## config.mk

```make
export PLATFORM = sky130hd
export DESIGN_NAME = wave_timer_channel
export DESIGN_NICKNAME = d
export VERILOG_FILES = /design/src/rtl/wtc_pkg.sv /design/src/rtl/wtc_datapath.sv /design/src/rtl/wtc_ctrl.sv /design/src/rtl/wave_timer_channel.sv
export SDC_FILE = /design/constraint.sdc
export NUM_CORES = 1
export LEC_CHECK = 0
export BUFFER_PORTS_ARGS = -buffer_cell sky130_fd_sc_hd__clkbuf_2
export CORE_MARGIN = 3
export CORE_UTILIZATION = 36
export DETAILED_ROUTE_END_ITERATION = 10
export GPL_TIMING_DRIVEN = 0
export PLACE_DENSITY = 0.57
export SYNTH_ARGS = -nofsm -noshare
export SYNTH_HDL_FRONTEND = slang
export SYNTH_SLANG_ARGS = --single-unit
```

## constraint.sdc

```tcl
create_clock -name clk -period 2.7 [get_ports clk]
set_clock_uncertainty 0.2 [all_clocks]
set_input_delay 0.135 -clock clk [delete_from_list [all_inputs] [get_ports clk]]
set_output_delay 0.135 -clock clk [all_outputs]
set_load 0.03 [all_outputs]
```

## src/rtl/wtc_pkg.sv

```systemverilog
package wtc_pkg;
  typedef struct packed {
    logic run;
    logic trigger;
    logic autoReset;
  } dpStrobe_t;

  typedef struct packed {
    logic wrap;
    logic raHit;
    logic rcHit;
  } dpEvent_t;

  localparam logic [3:0] ADDR_MODE   = 4'd0;
  localparam logic [3:0] ADDR_CTRL   = 4'd1;
  localparam logic [3:0] ADDR_COUNT  = 4'd2;
  localparam logic [3:0] ADDR_RA     = 4'd3;
  localparam logic [3:0] ADDR_RC     = 4'd4;
  localparam logic [3:0] ADDR_STATUS = 4'd5;
  localparam logic [3:0] ADDR_IEN    = 4'd6;
  localparam logic [3:0] ADDR_IDIS   = 4'd7;
  localparam logic [3:0] ADDR_MASK   = 4'd8;

  localparam logic [2:0] SEL_SLOW  = 3'd4;
  localparam logic [2:0] SEL_CHAIN = 3'd5;
endpackage

```

## src/rtl/wtc_datapath.sv

```systemverilog
module wtc_datapath
  import wtc_pkg::*;
#(
  parameter int CNT_W   = 16,
  parameter int NUM_DIV = 4
) (
  input  logic             clk,
  input  logic             rstN,
  input  dpStrobe_t        strobe,
  input  logic [2:0]       clkSel,
  input  logic [CNT_W-1:0] raVal,
  input  logic [CNT_W-1:0] rcVal,
  input  logic             slowTick,
  input  logic             chainTick,
  output logic [CNT_W-1:0] count,
  output logic             waveOut,
  output dpEvent_t         events
);
  localparam int PRE_W = 2 * NUM_DIV - 1;
  localparam logic [CNT_W-1:0] CNT_MAX = '1;

  logic [PRE_W-1:0] preCnt;
  logic [NUM_DIV-1:0] divTick;
  logic selTick, tick, rcEq, restart;
  logic [CNT_W-1:0] nextCount;

  always_ff @(posedge clk) begin
    if (!rstN) preCnt <= '0;
    else       preCnt <= preCnt + 1'b1;
  end

  // tap i fires once every 2^(2i+1) cycles
  genvar gi;
  generate
    for (gi = 0; gi < NUM_DIV; gi++) begin : g_div
      assign divTick[gi] = &preCnt[2*gi:0];
    end
  endgenerate

  always_comb begin
    selTick = 1'b0;
    if (clkSel == SEL_SLOW)       selTick = slowTick;
    else if (clkSel == SEL_CHAIN) selTick = chainTick;
    else begin
      for (int i = 0; i < NUM_DIV; i++)
        if (clkSel == 3'(i)) selTick = divTick[i];
    end
  end

  assign tick      = strobe.run && selTick && !strobe.trigger;
  assign rcEq      = (count == rcVal);
  assign restart   = strobe.autoReset && rcEq;
  assign nextCount = restart ? '0 : count + 1'b1;

  always_comb begin
    events.rcHit = tick && (nextCount == rcVal);
    events.raHit = tick && (nextCount == raVal);
    events.wrap  = tick && (count == CNT_MAX) && !restart;
  end

  always_ff @(posedge clk) begin
    if (!rstN)               count <= '0;
    else if (strobe.trigger) count <= '0;
    else if (tick)           count <= nextCount;
  end

  always_ff @(posedge clk) begin
    if (!rstN)             waveOut <= 1'b0;
    else if (events.rcHit) waveOut <= 1'b0;
    else if (events.raHit) waveOut <= 1'b1;
  end

  p_trig_zero_r7: assert property (@(posedge clk) disable iff (!rstN)
    strobe.trigger |=> (count == '0));
  p_free_wrap_r3: assert property (@(posedge clk) disable iff (!rstN)
    (tick && !strobe.autoReset && count == CNT_MAX) |=> (count == '0));
  p_auto_reset_r4: assert property (@(posedge clk) disable iff (!rstN)
    (tick && strobe.autoReset && rcEq) |=> (count == '0));
  p_hold_r5: assert property (@(posedge clk) disable iff (!rstN)
    (!strobe.run && !strobe.trigger) |=> $stable(count));
  p_wave_low_r6: assert property (@(posedge clk) disable iff (!rstN)
    events.rcHit |=> !waveOut);
endmodule

```

## src/rtl/wtc_ctrl.sv

```systemverilog
module wtc_ctrl
  import wtc_pkg::*;
#(
  parameter int CNT_W = 16
) (
  input  logic             clk,
  input  logic             rstN,
  input  logic             regWrEn,
  input  logic             regRdEn,
  input  logic [3:0]       regAddr,
  input  logic [CNT_W-1:0] regWrData,
  input  logic [CNT_W-1:0] count,
  input  dpEvent_t         events,
  output logic [CNT_W-1:0] regRdData,
  output dpStrobe_t        strobe,
  output logic [2:0]       clkSel,
  output logic [CNT_W-1:0] raVal,
  output logic [CNT_W-1:0] rcVal,
  output logic             irqOut
);
  localparam int MODE_W = 5;
  localparam int EVT_W  = 3;

  logic [MODE_W-1:0] modeReg;
  logic [EVT_W-1:0]  maskReg, flags, evVec;
  logic clkEn, halted, ctrlWr, statusRd;

  assign ctrlWr   = regWrEn && (regAddr == ADDR_CTRL);
  assign statusRd = regRdEn && (regAddr == ADDR_STATUS);
  assign evVec    = {events.wrap, events.raHit, events.rcHit};

  always_ff @(posedge clk) begin
    if (!rstN) begin
      modeReg <= '0;
      raVal   <= '0;
      rcVal   <= '0;
    end else if (regWrEn) begin
      case (regAddr)
        ADDR_MODE: modeReg <= regWrData[MODE_W-1:0];
        ADDR_RA:   raVal   <= regWrData;
        ADDR_RC:   rcVal   <= regWrData;
        default: ;
      endcase
    end
  end

  // disable outranks enable in one write
  always_ff @(posedge clk) begin
    if (!rstN) clkEn <= 1'b0;
    else if (ctrlWr) begin
      if (regWrData[1])      clkEn <= 1'b0;
      else if (regWrData[0]) clkEn <= 1'b1;
    end
  end

  always_ff @(posedge clk) begin
    if (!rstN)                            halted <= 1'b0;
    else if (ctrlWr && regWrData[2])      halted <= 1'b0;
    else if (events.rcHit && modeReg[4])  halted <= 1'b1;
  end

  always_ff @(posedge clk) begin
    if (!rstN) maskReg <= '0;
    else if (regWrEn && regAddr == ADDR_IEN)  maskReg <= maskReg | regWrData[EVT_W-1:0];
    else if (regWrEn && regAddr == ADDR_IDIS) maskReg <= maskReg & ~regWrData[EVT_W-1:0];
  end

  // new events outrank the read clear
  always_ff @(posedge clk) begin
    if (!rstN) flags <= '0;
    else       flags <= (statusRd ? '0 : flags) | evVec;
  end

  always_comb begin
    strobe.run       = clkEn && !halted;
    strobe.trigger   = ctrlWr && regWrData[2];
    strobe.autoReset = modeReg[3];
    clkSel           = modeReg[2:0];
    irqOut           = |(flags & maskReg);
  end

  always_comb begin
    case (regAddr)
      ADDR_MODE:   regRdData = CNT_W'(modeReg);
      ADDR_COUNT:  regRdData = count;
      ADDR_RA:     regRdData = raVal;
      ADDR_RC:     regRdData = rcVal;
      ADDR_STATUS: regRdData = CNT_W'({clkEn, 1'b0, flags});
      ADDR_MASK:   regRdData = CNT_W'(maskReg);
      default:     regRdData = '0;
    endcase
  end

  p_clk_off_r7: assert property (@(posedge clk) disable iff (!rstN)
    (ctrlWr && regWrData[1]) |=> !clkEn);
  p_stop_halt_r5: assert property (@(posedge clk) disable iff (!rstN)
    (events.rcHit && modeReg[4] && !ctrlWr) |=> !strobe.run);
  p_mask_clear_r8: assert property (@(posedge clk) disable iff (!rstN)
    (regWrEn && regAddr == ADDR_IDIS && regWrData[EVT_W-1:0] == '1) |=> (maskReg == '0));
  p_event_wins_r10: assert property (@(posedge clk) disable iff (!rstN)
    events.rcHit |=> flags[0]);
endmodule

```

## src/rtl/wave_timer_channel.sv

```systemverilog
module wave_timer_channel
  import wtc_pkg::*;
#(
  parameter int CNT_W   = 16,
  parameter int NUM_DIV = 4
) (
  input  logic             clk,
  input  logic             rstN,
  input  logic             regWrEn,
  input  logic             regRdEn,
  input  logic [3:0]       regAddr,
  input  logic [CNT_W-1:0] regWrData,
  output logic [CNT_W-1:0] regRdData,
  input  logic             slowTick,
  input  logic             chainTick,
  output logic             waveOut,
  output logic             irqOut
);
  dpStrobe_t        strobe;
  dpEvent_t         events;
  logic [2:0]       clkSel;
  logic [CNT_W-1:0] raVal, rcVal, count;

  wtc_ctrl #(.CNT_W(CNT_W)) u_ctrl (
    .clk(clk), .rstN(rstN), .regWrEn(regWrEn), .regRdEn(regRdEn),
    .regAddr(regAddr), .regWrData(regWrData), .count(count), .events(events),
    .regRdData(regRdData), .strobe(strobe), .clkSel(clkSel),
    .raVal(raVal), .rcVal(rcVal), .irqOut(irqOut)
  );

  wtc_datapath #(.CNT_W(CNT_W), .NUM_DIV(NUM_DIV)) u_dp (
    .clk(clk), .rstN(rstN), .strobe(strobe), .clkSel(clkSel),
    .raVal(raVal), .rcVal(rcVal), .slowTick(slowTick), .chainTick(chainTick),
    .count(count), .waveOut(waveOut), .events(events)
  );

  p_irq_masked_r9: assert property (@(posedge clk) disable iff (!rstN)
    (regWrEn && regAddr == ADDR_IDIS && regWrData[2:0] == 3'b111) |=> !irqOut);
endmodule

```

* Word level (Yosys, flattened, before mapping)
Cells that the tools add are included.
Widths: inputs -> output; s select.
** Operators by class
- Add/subtract/negate cells :: 2
- Reduce and logical (&&, ||, !) cells :: 31
- Multiplexer cells :: 13
- Eq/ne operators :: 17
- Bitwise gates (word level) :: 6
** Operators by type and width (number)
- $pmux 16 s6 :: 1
- $eq 16x16->1 :: 3
- $add 16x1->16 const B :: 1
- $eq 16x16->1 const B :: 1
- $eq 4x3->1 const B :: 4
- $mux 16 :: 1
- $logic_and 1x1->1 :: 14
- $mux 3 :: 3
- $eq 4x2->1 const B :: 2
- $mux 1 :: 8
- $reduce_and 2->1 :: 4
- $add 7x1->7 const B :: 1
- $reduce_and 7->1 :: 1
- $and 3x3->3 :: 2
- $eq 3x2->1 const B :: 2
- $eq 3x3->1 const B :: 2
- $or 3x3->3 :: 2
- $reduce_and 5->1 :: 1
- $eq 4x1->1 const B :: 1
- $eq 4x4->1 const B :: 1
- $logic_not 4->1 :: 1
- $reduce_bool 2->1 :: 2
- $reduce_or 2->1 :: 2
- $eq 3x1->1 const B :: 1
- other kinds (6) :: 8
** Storage, ports and cells
- Bits in registers :: 69
- Input port bits :: 26
- Output and inout port bits :: 18

* Longest topological paths before layout
Gate-level depths: netlist (run 1).
- Depth after elaboration :: 12
- Mapped depth :: 12
- Gate-level depth less buffers :: 11

* By module
Synthesis (run 1) repeated with hierarchy kept, for this count alone.
** Unflattened totals
- Cell total of the unflattened synthesis :: 577
- Area, all modules :: 4538.1 um2
** Modules (own cells, without submodules)
- wtc_ctrl :: times used 1, area each 2275.9 um2, cells each 284
- wtc_datapath :: times used 1, area each 2262.2 um2, cells each 293

* Worst setup path after synthesis (run 1)
Ideal clock, no wire load.
- Path type :: register to register
- From :: register u_dp.count[1]
- To :: register u_dp.waveOut
- Cell stages (with the launch flop) :: 9
- Clock period less this slack :: 2.754 ns
- Required time :: 2.441 ns
- Data arrival time :: 2.495 ns
- Setup slack :: -0.054 ns
- Cells stage by stage :: dfxtp_1 -> ha_1 -> nand2_1 -> or4_1 -> and2_1 -> a2111oi_2 -> o2111ai_1 -> a2111oi_2 -> o211a_1
** On the way
- Word-level cells in the longest chain between the ends :: 6
- Elaborated cells between the ends (all ways) :: 9
- Classes of those cells :: add/sub (1); eq/ne (3); mux (1); reduce/logical (4)
** RTL lines
- start: declaration :: line wtc_datapath.sv:15 : output logic [CNT_W-1:0] count,
- start signal: assignment :: line wtc_datapath.sv:64 : else if (tick) count <= nextCount;
- parallel branches: the longest is 2 deep, another holds $add 16x1->16
- $mux 16 * :: line wtc_datapath.sv:53 : assign nextCount = restart ? '0 : count + 1'b1;
- $eq 16x16->1 :: line wtc_datapath.sv:56 : events.rcHit = tick && (nextCount == rcVal);
- $logic_and 1x1->1 :: line wtc_datapath.sv:56
- $reduce_or 2->1 (no line)
- end signal: assignment :: line wtc_datapath.sv:68 : if (!rstN) waveOut <= 1'b0;
- end signal: assignment :: line wtc_datapath.sv:69 : else if (events.rcHit) waveOut <= 1'b0;
- end signal: assignment :: line wtc_datapath.sv:70 : else if (events.raHit) waveOut <= 1'b1;
- end: declaration :: line wtc_datapath.sv:16 : output logic waveOut,
Every way passes the cells marked *.
A chain may end at the register's enable or synchronous reset.

* Final worst setup path (run 1)
- From :: register u_dp.count[3]
- To :: register u_dp.waveOut
Same word-level chain as after synthesis.

==> results.tsv, run 1 <==
stage	metric	value	unit
routing	drc_errors	0	
cells_and_area	n_fill_cell	1109	
place	detailed_place_hpwl	11400	µm
status	outcome	complete, but fails checks	
clock_network	clock_buffer_depth	2	
power	leakagePower	2.16	nW
power	fin_total_pwr	2.46	mW
logic_synthesis	synth-seq-cells	69	
critical_path	criticalPathCategory	flip-flop to flip-flop	
cells_and_area	post_route_cells_drive_above_1_share	0.237	
power	power-per-cell-area	421	nW/µm²
die	dieArea	13700	µm²
timing	tightest_slew	0.961	ns
logic_synthesis	synth_commonest_cells	nand2_1 (100), dfxtp_1 (69), a21oi_1 (61)	
die	ioPinCount	44	
cells_and_area	syn2layout_area_growth	31.7	%
run	max_cap_viol_count	0	
timing	period_needed	3.00	ns
routing	detail_route.wirelength	15800	µm
die	initial_utilization	0.379	
critical_path	reg2reg_setup_slack	-0.30	ns
timing	finalWorstSetupSlack	-0.300	ns
routing	post_drt_wl_per_cell	19.7	µm
logic_synthesis	postSynth.topFlopCell	dfxtp_1	
place	final_wtd_congestion	0.946	
timing	timing.final.hold_violations	0	
timing	unrepaired_setup_endpoints_after_global_routing	true	
grt	grt-ovfl-total	0	
die	dieWidth	117	µm
logic_synthesis	synth-edff-count	0	
die	core	11700	µm²
logic_synthesis	synthDistinctLibCells	67	
logic_synthesis	mappedNetlistArea	4430	µm²
logic_synthesis	synth_area_leaders	dfxtp_1 (31%), nand2_1 (8.5%), a21oi_1 (6.9%)	
die	core.rowCount	39	
status	failed_checks	setup timing	
critical_path	timing.critical_path.arrival	3.04	ns
timing	slew_viol_final	0	
logic_synthesis	synth.largest_area_cell	dfxtp_1	
logic_synthesis	netlist_instances	572	
worst_hold_path	worstHoldPathType	primary input to flip-flop	
grt	grt_antenna_before_repair	0	
clock_network	cts_htree_levels	3	
timing	period_share	1.11	
place	io_buffers	40	
timing	maxClockFrequency	0.333	GHz
logic_synthesis	synthDominantCellAreaShare	0.312	
critical_path	cp_data_required_time	2.74	ns
place	pre_cts_slack	-0.722	ns
clock_network	cts_made_buffers	9	
logic_synthesis	yosysWarnings	0	
die	die_y	117	µm
logic_synthesis	synth.most_common_cell	nand2_1	
power	irDropWorstVdd	213	µV
routing	vias	4704	
logic_synthesis	ys_seq_area_frac	0.312	
grt	wire_length_of_the_first_global_routing_pass	24400	µm
critical_path	cp_max_fo	10	
cells_and_area	final_net_count	683	
logic_synthesis	postSynthNetCount	602	
timing	relSlewSlack	0.354	
grt	first_global_vias	4520	
critical_path	setup.worst_path.end_class	flip-flop	
cells_and_area	design_area	5840	µm²
place	dpl-instance-area	4820	µm²
grt	groute.usage.overall	0.236	
clock_network	clock_sink_count	69	
clock_network	worstSkewPairLatency	0.34	ns
routing	route.antenna.remaining_nets	0	
logic_synthesis	synthArstFlopShare	0	
critical_path	start_kind	flip-flop	
clock_network	tritoncts	done	
routing	drt_first_pass_iters	7	
grt	grt_start_max_net_pins	14	
cells_and_area	antenna-diode-count	0	
routing	via_per_inst	5.87	
timing	setup_total_negative_slack	-0.905	ns
logic_synthesis	synthesis.area_per_instance	7.75	µm²
routing	drt-initial-drc-count	418	
timing	final_setup_violation_count	4	
clock_network	cts.reportedPaths.clkPinSlew	0.06	ns
clock_network	cts.root.buffer_cell	clkbuf_16	
-- registers in the layout, indices dropped and copies added (netlist names), named ones only --
register	count
u_ctrl.raVal	16
u_ctrl.clkEn	1
u_dp.count	16
u_ctrl.flags	3
u_dp.preCnt	7
u_dp.waveOut	1
u_ctrl.modeReg	5
u_ctrl.halted	1
u_ctrl.rcVal	16
-- kinds of logic after synthesis --
logic type,after synthesis,synth area share
and+or+nand+nor,244,0.277
AOI/OAI and AO/OA,140,0.205
muxes,20,0.0454
xor gates and xnor gates,46,0.100
adders and majority gates,4,0.0113
buffers and inverters,49,0.0485
DFF,69,0.312
-- where the power goes --
part	switching, mW	internal, mW	total [mW]
Clock	0.477	0.746	1.22
Sequential	0.0170	1.03	1.04
Combinational	0.111	0.0772	0.188
Total	0.605	1.85	2.46
-- per-layer routing --
metal,GRT usage,vias up,wire (µm),share of wire
met5,0,-,0,0
met4,0.112,0,622,0.039
met3,0.0401,33,1190,0.075
met2,0.359,203,7020,0.45
met1,0.324,2250,6940,0.44
li1,-,2218,-,-
-- through the flow --
step	instances	hold slack, ns	utilization
floorplan	572	0.0316	-
global placement	755	0.175	0.411
detailed placement	755	0.177	0.412
CTS	796	0.00720	0.486
global route	801	0.0106	0.498
finish	801	0.00328	0.498
-- final timing paths --
| check | startpoint | endpoint | cells past startpoint |
|---|---|---|---|
| worst max register to register | u_dp.count[3] | u_dp.waveOut | 10 |
| worst max-delay path | u_dp.count[3] | u_dp.waveOut | 10 |
| worst min-delay path | rstN | u_ctrl.flags[1] | 2 |
| worst min register to register | u_dp.preCnt[0] | u_dp.preCnt[0] | 1 |
-- cell usage in the layout (no fill, tap or decap), types with 16 or more instances in the layout --
cell type       n
nand3_1        17
xor2_1         19
clkbuf_1       18
dfxtp_1        56
o21ai_0        18
clkbuf_2       44
nor2_1         37
nand2_1        98
dlygate4sd3_1  18
mux2i_1        19
buf_4          16
a21oi_1        58
-- critical path: stages (launching register included) --
cell and delay, ns:
dfxtp_1 0.32, buf_6 0.15, nand3_4 0.13, buf_6 0.17
or4_4 0.54, a2111oi_4 0.35, a31oi_1 0.09, o32a_1 0.23
a311oi_2 0.26, nand4_1 0.25, o211a_1 0.20
-- area by class of cell --
type | count | area [µm²] | share of cell area
inverters | 9 | 33.8 | 0.00579
plain buffers | 32 | 196 | 0.0337
repair buffers | 78 | 579 | 0.0992
well taps | 143 | 179 | 0.0307
clock inverters | 6 | 68.8 | 0.0118
multi-input cells | 454 | 3130 | 0.537
clock buffers | 10 | 239 | 0.0409
flip-flops and latches | 69 | 1410 | 0.241
-- timing repair --
item	4_1_cts	5_1_grt
pin swaps	18	11
cloned	0	1
endpoints found under the setup margin	26	31
hold buffers	18	0
buffers inserted	14	5
gates resized for setup	68	29
hold endpoints to repair	43	0
(Power assumes the default switching activity.)
==> run 2, diff against run 1 <==
--- a/config.mk
+++ b/config.mk
@@ -6,11 +6,12 @@
 export NUM_CORES = 1
 export LEC_CHECK = 0
 export BUFFER_PORTS_ARGS = -buffer_cell sky130_fd_sc_hd__clkbuf_2
-export CORE_MARGIN = 3
+export CORE_MARGIN = 5
 export CORE_UTILIZATION = 36
 export DETAILED_ROUTE_END_ITERATION = 10
 export GPL_TIMING_DRIVEN = 0
 export PLACE_DENSITY = 0.57
+export SETUP_SLACK_MARGIN = 0.05
 export SYNTH_ARGS = -nofsm -noshare
 export SYNTH_HDL_FRONTEND = slang
 export SYNTH_SLANG_ARGS = --single-unit
==> run 2 against run 1 <==
Die area up 7.0%. Fmax up 0.39%. Clock power up 7%. Global-route usage is 2.9 points lower. Non-clock buffer count is 17 higher. Flip-flop and latch count did not move. Via count decreased by 1.2%. Setup slack improved by 0.012 ns. Sequential share of layout area is 0.82 points lower. Critical endpoint is now u_ctrl.flags[0]. Utilization grew 0.34 points. Combinational power is 2% lower. The flow still finishes with violations (setup timing).
==> results.tsv, run 2 (synthesized netlist as in run 1, its figures left out) <==
stage	metric	value	unit	change
timing	unrepaired_setup_endpoints_after_global_routing	true		
critical_path	cp_max_fo	4		-6
worst_hold_path	worstHoldPathType	primary input to flip-flop		
timing	final_setup_violation_count	4		unchanged
routing	route.top_layer_used	met4		
critical_path	criticalPathCategory	flip-flop to flip-flop		
cells_and_area	postLayoutCoreUtil	0.502		+0.00337
critical_path	cp_top_family	simple AND/OR/NAND/NOR gates		
timing	period_share	1.11		-0.00428
clock_network	cts.reportedPaths.clkPinSlew	0.06	ns	about the same
cells_and_area	final_net_count	700		+2.5%
critical_path	crit_path_top_delay_cell	or4_4		
place	dpl.cell_count	780		+3.3%
routing	vias	4648		-1.2%
routing	detail_route.wirelength	15500	µm	-2.0%
routing	post_drt_wl_per_cell	18.3	µm	-6.9%
die	dieArea	14600	µm²	+7.0%
critical_path	start_kind	flip-flop		
power	power.net_switching	0.591	mW	-2.4%
place	detailed_place_hpwl	11200	µm	-1.6%
timing	relSlewSlack	0.320		-0.0338
critical_path	timing.critical_path.arrival	3.05	ns	about the same
run	max_cap_viol_count	0		unchanged
grt	wire_length_of_the_first_global_routing_pass	23700	µm	-2.9%
power	leakagePower	2.25	nW	+4.3%
place	io_buffers	40		unchanged
critical_path	crit_chain	xor2_1 -> or4_4 -> nor3b_4 -> buf_4 -> and2_4 -> buf_12 -> o221ai_2 -> nor4_2 -> nand4_1 -> a21oi_1		
place	dpl-instance-area	4850	µm²	+0.65%
die	die_y	121	µm	+3.4%
cells_and_area	syn2layout_area_growth	36.5	%	
power	power.share.switching	0.233		-0.0132
grt	grt_start_max_net_pins	13		-1
power	power-per-cell-area	418	nW/µm²	-0.56%
clock_network	clock_buffer_depth	2		unchanged
cells_and_area	final_cells	843		+5.2%
status	outcome	complete, but fails checks		
routing	via_per_inst	5.51		-6.1%
cells_and_area	most_common_cell_after_layout_fill_and_taps_aside	nand2_1		
power	fin_total_pwr	2.53	mW	+3.1%
routing	drt-initial-drc-count	460		+10%
power	irDropWorstVdd	248	µV	+16%
routing	drt_first_pass_iters	5		-2
critical_path	cp_data_required_time	2.76	ns	+0.02 ns
critical_path	cp.buffers_inverters	2		unchanged
routing	route.antenna.remaining_nets	0		unchanged
cells_and_area	antenna-diode-count	0		unchanged
clock_network	cts_made_buffers	9		unchanged
timing	period_needed	2.99	ns	-0.0115 ns
grt	grt-ovfl-total	0		unchanged
timing	timing.final.hold_violations	0		unchanged
cells_and_area	reg_top3	u_ctrl.raVal x16, u_ctrl.rcVal x16, u_dp.count x16		
die	ioPinCount	44		unchanged
routing	sum_of_routed_wire_segments_on_met1	6700	µm	-3.5%
power	pwr-share-seq	0.412		-0.013
timing	finalWorstSetupSlack	-0.288	ns	+0.0115 ns
timing	maxClockFrequency	0.335	GHz	+0.39%
cells_and_area	highest_count_cells_in_the_layout_ignoring_fill_and_taps	nand2_1 (99), a21oi_1 (60), dfxtp_1 (54)		
clock_network	tritoncts	done		
clock_network	cts.root.buffer_cell	clkbuf_16		
die	initial_utilization	0.368		-0.0110
power	power_frac_clock	0.515		+0.017
power	power_frac_comb	0.073		-0.004
grt	first_global_vias	4378		-3.1%
power	p_int	1.94	mW	+4.9%
critical_path	setup.worst_path.end_class	flip-flop		
grt	grt_antenna_before_repair	0		unchanged
status	failed_checks	setup timing		
die	core.rowCount	40		+2.6%
clock_network	cts_htree_levels	3		unchanged
place	final_wtd_congestion	0.926		-2.0%
timing	slew_viol_final	0		unchanged
die	core	12100	µm²	+3.0%
routing	met3WireLength	1060	µm	-11%
critical_path	slowest_delay	0.55	ns	about the same
cells_and_area	design_area	6050	µm²	+3.7%
timing	tightest_slew	1.01	ns	+0.0503 ns
grt	groute.usage.overall	0.207		-0.0289
die	dieWidth	121	µm	+3.4%
cells_and_area	post_route_cells_drive_above_1_share	0.256		+0.0192
routing	wl_met2	7470	µm	+6.5%
clock_network	worstSkewPairLatency	0.34	ns	about the same
clock_network	clock_sink_count	69		unchanged
routing	drc_errors	0		unchanged
==> run 2: through the flow <==
stage	hold slack, ns	worst slack, ns	TNS (ns)
3_5_place_dp	0.178	-0.711	-10.12
2_1_floorplan	0.0316	-0.0318	-0.0375
6_report	0.0536	-0.288	-1.03
4_1_cts	0.0291	-0.295	-1.01
3_3_place_gp	0.173	-0.684	-9.54
5_1_grt	0.0641	-0.369	-1.45
==> run 2: tightest hold or removal path: cells and delay by family <==
kind | cells | cell delay (ns)
AOI/OAI and AO/OA | 1 | 0.05
and+or+nand+nor | 2 | 0.22
buffers and inverters | 1 | 0.13
==> run 2: final timing paths <==
path | cells past startpoint | start | endpoint | slack (ns)
min reg2reg | 2 | u_ctrl.halted | u_ctrl.halted | 0.27
max reg2reg | 10 | u_dp.count[14] | u_ctrl.flags[0] | -0.29
max | 10 | u_dp.count[14] | u_ctrl.flags[0] | -0.29
min | 4 | regAddr[2] | u_ctrl.modeReg[3] | 0.05
==> run 2: power groups by stage <==
stage,Combinational [mW],Sequential (mW),Clock (mW)
after floorplan,0.0921,1.06,0
after global placement,0.147,1.07,0
after detailed placement,0.149,1.07,0
after CTS,0.174,1.04,1.32
after global routing,0.202,1.04,1.35
final,0.184,1.04,1.30
==> run 2: timing repair <==
action	4_1_cts	5_1_grt
hold buffers	18	0
endpoints found under the setup margin	24	40
pin swaps	13	21
endpoints found under the hold margin	47	0
cloned	0	2
setup buffers	11	22
gates resized for setup	50	59
==> run 2: per-layer routing <==
layer | vias to the layer above | track usage
li1 | 2248 | -
met1 | 2218 | 0.281
met2 | 166 | 0.338
met3 | 16 | 0.0326
met4 | 0 | 0.0609
met5 | - | 0
==> run 2: cell type report <==
type                            count  area [µm²]
Fill cell                        1150        6010
Inverter                            9        33.8
Clock inverter                      5        81.3
Sequential cell                    69        1410
Tap cell                          168         210
Multi-Input combinational cell    454        3140
Clock buffer                       11         243
Buffer                             34         228
Timing Repair Buffer               93         709
==> run 3, diff against run 2 <==
--- a/config.mk
+++ b/config.mk
@@ -12,6 +12,7 @@
 export GPL_TIMING_DRIVEN = 0
 export PLACE_DENSITY = 0.57
 export SETUP_SLACK_MARGIN = 0.05
+export SKIP_CTS_REPAIR_TIMING = 1
 export SYNTH_ARGS = -nofsm -noshare
 export SYNTH_HDL_FRONTEND = slang
 export SYNTH_SLANG_ARGS = --single-unit
==> run 3 against run 2 <==
The flow finishes with violations (hold timing, setup timing). Non-clock buffer count down 22. Register-to-register slack lost 0.12 ns. Clock-buffer cell count unchanged. Power down 0.48%. Die area unchanged. Combinational power down 5%. Clock power about the same. Utilization fell by 2.7 points. Sequential power is essentially flat. Sequential share of layout area is 1.2 points higher. Hold slack worse by 0.083 ns. Critical path type unchanged.
==> results.tsv, run 3 (synthesized netlist as in run 1, its figures left out) <==
stage	metric	value	unit	change
cells_and_area	final_cells	821		-2.6%
timing	finalWorstSetupSlack	-0.405	ns	-0.117 ns
routing	post_drt_wl_per_cell	18.0	µm	-1.6%
place	detailed_place_hpwl	11200	µm	unchanged
critical_path	crit_chain	xor2_1 -> or4_4 -> nor3b_4 -> buf_6 -> a22oi_1 -> o32a_1 -> nor4_2 -> nand4_1 -> a21oi_1		
place	pre_cts_slack	-0.711	ns	unchanged
clock_network	clock_sink_count	69		unchanged
die	dieWidth	121	µm	unchanged
timing	relSlewSlack	0.342		+0.0217
grt	groute.usage.overall	0.200		-0.00635
power	power-per-cell-area	440	nW/µm²	+5.1%
grt	grt_antenna_before_repair	0		unchanged
routing	route.antenna.remaining_nets	0		unchanged
timing	period_needed	3.11	ns	+0.117 ns
cells_and_area	syn2layout_area_growth	29.2	%	
cells_and_area	n_fill_cell	1183		+2.9%
critical_path	start_kind	flip-flop		
die	initial_utilization	0.368		unchanged
cells_and_area	reg_top3	u_ctrl.raVal x16, u_ctrl.rcVal x16, u_dp.count x16		
timing	slew_viol_final	0		unchanged
critical_path	reg2reg_setup_slack	-0.41	ns	-0.12 ns
critical_path	worst_r2r_endpoint	u_ctrl.flags[0]		
die	core	12100	µm²	unchanged
run	max_cap_viol_count	0		unchanged
routing	drt_first_pass_iters	5		unchanged
critical_path	timing.critical_path.arrival	3.16	ns	+0.11 ns
status	failed_checks	hold timing, setup timing		
worst_hold_path	worst_hold_path.endpoint	u_ctrl.flags[1]		
routing	drc_errors	0		unchanged
grt	first_global_vias	4261		-2.7%
clock_network	cts.root.buffer_cell	clkbuf_16		
cells_and_area	highest_count_cells_in_the_layout_ignoring_fill_and_taps	nand2_1 (99), a21oi_1 (60), dfxtp_1 (56)		
timing	unrepaired_setup_endpoints_after_global_routing	true		
routing	vias	4557		-2.0%
routing	via_per_inst	5.55		+0.67%
cells_and_area	postLayoutCoreUtil	0.475		-0.0268
grt	globalRouteMet3Util	0.0280		-0.00466
grt	grt-ovfl-total	0		unchanged
cells_and_area	antenna-diode-count	0		unchanged
place	io_buffers	40		unchanged
timing	tightest_slew	0.979	ns	-0.0323 ns
die	dieArea	14600	µm²	unchanged
place	dpl.cell_count	780		unchanged
clock_network	tritoncts	done		
critical_path	r2r_cell_count	9		-1
die	die_y	121	µm	unchanged
routing	drt-initial-drc-count	402		-13%
clock_network	clock_buffer_depth	2		unchanged
cells_and_area	final_net_count	678		-3.1%
grt	grtUsageMet1	0.275		-0.00547
die	core.rowCount	40		unchanged
critical_path	cp_max_fo	6		+2
routing	detail_route.wirelength	14800	µm	-4.2%
grt	wire_length_of_the_first_global_routing_pass	23000	µm	-3.0%
critical_path	setup.worst_path.end_class	flip-flop		
power	irDropWorstVdd	247	µV	-0.29%
grt	met2_grt_util	0.328		-0.0101
worst_hold_path	min_path_cells	2		-2
critical_path	rr_startpoint	u_dp.count[14]		
critical_path	cp_data_required_time	2.76	ns	about the same
clock_network	cts_htree_levels	3		unchanged
timing	period_share	1.15		+0.0434
die	ioPinCount	44		unchanged
worst_hold_path	min_from	rstN		
place	dpl-instance-area	4850	µm²	unchanged
place	final_wtd_congestion	0.926		unchanged
clock_network	cts.reportedPaths.clkPinSlew	0.06	ns	about the same
cells_and_area	design_area	5730	µm²	-5.3%
timing	timing.final.hold_violations	3		+3
clock_network	cts_made_buffers	9		unchanged
critical_path	slowest_delay	0.55	ns	about the same
critical_path	crit_path_top_delay_cell	or4_4		
critical_path	criticalPathCategory	flip-flop to flip-flop		
worst_hold_path	worstHoldPathType	primary input to flip-flop		
cells_and_area	post_route_cells_drive_above_1_share	0.210		-0.0465
status	outcome	complete, but fails checks		
cells_and_area	most_common_cell_after_layout_fill_and_taps_aside	nand2_1		
grt	grt_start_max_net_pins	13		unchanged
grt	grt_most_used_layer	met2		
timing	fin_worst_hold_slack	-0.0294	ns	-0.0830 ns
clock_network	worstSkewPairLatency	0.34	ns	about the same
timing	maxClockFrequency	0.322	GHz	-3.8%
power	leakagePower	2.13	nW	-5.3%
timing	final_setup_violation_count	4		unchanged
==> run 3: critical path: cells and delay by family (launching register included) <==
family / cells / cell delay [ns]
AND/OR/NAND/NOR: 4 / 1.43
AO/OA/AOI/OAI: 3 / 0.67
flip-flops: 1 / 0.38
XOR/XNOR: 1 / 0.18
buffers and inverters: 1 / 0.15
==> run 3: per-stage QoR <==
step           setup TNS, ns  power [mW]
2_1_floorplan        -0.0375        1.15
4_1_cts                -9.25        2.52
5_1_grt                -1.57        2.59
3_3_place_gp           -9.54        1.22
6_report               -1.31        2.52
3_5_place_dp          -10.12        1.22
==> run 3: per-layer routing <==
layer | routed length [µm] | up-vias
li1 | - | 2204
met1 | 6730 | 2192
met2 | 7060 | 139
met3 | 744 | 22
met4 | 280 | 0
met5 | 0 | -
==> run 3: worst max path at each step <==
stage              startpoint         endpoint  slack [ns]  cells past startpoint
3_3_place_gp   u_dp.count[12]     u_dp.waveOut       -0.68                     11
6_report       u_dp.count[14]  u_ctrl.flags[0]       -0.41                      9
5_1_grt        u_dp.count[14]  u_ctrl.flags[0]       -0.44                      9
3_5_place_dp   u_dp.count[12]     u_dp.waveOut       -0.71                     11
2_1_floorplan   u_dp.count[7]     u_dp.waveOut       -0.03                     10
4_1_cts        u_dp.count[12]     u_dp.waveOut       -0.73                     11
==> run 3: where the power goes <==
group	total [mW]	internal (mW)	switching, mW
registers	1.04	1.03	0.0169
clock network	1.30	0.836	0.464
logic	0.175	0.0731	0.102
total	2.52	1.94	0.583
==> run 3: final cells by class <==
class	instances	area (µm²)	area share
repair buffers	72	503	0.0878
multi-input cells	454	3040	0.531
clock inverters	5	81.3	0.0142
clock buffers	11	243	0.0424
well taps	168	210	0.0367
plain buffers	33	213	0.0371
flip-flops and latches	69	1410	0.245
inverters	9	33.8	0.00590
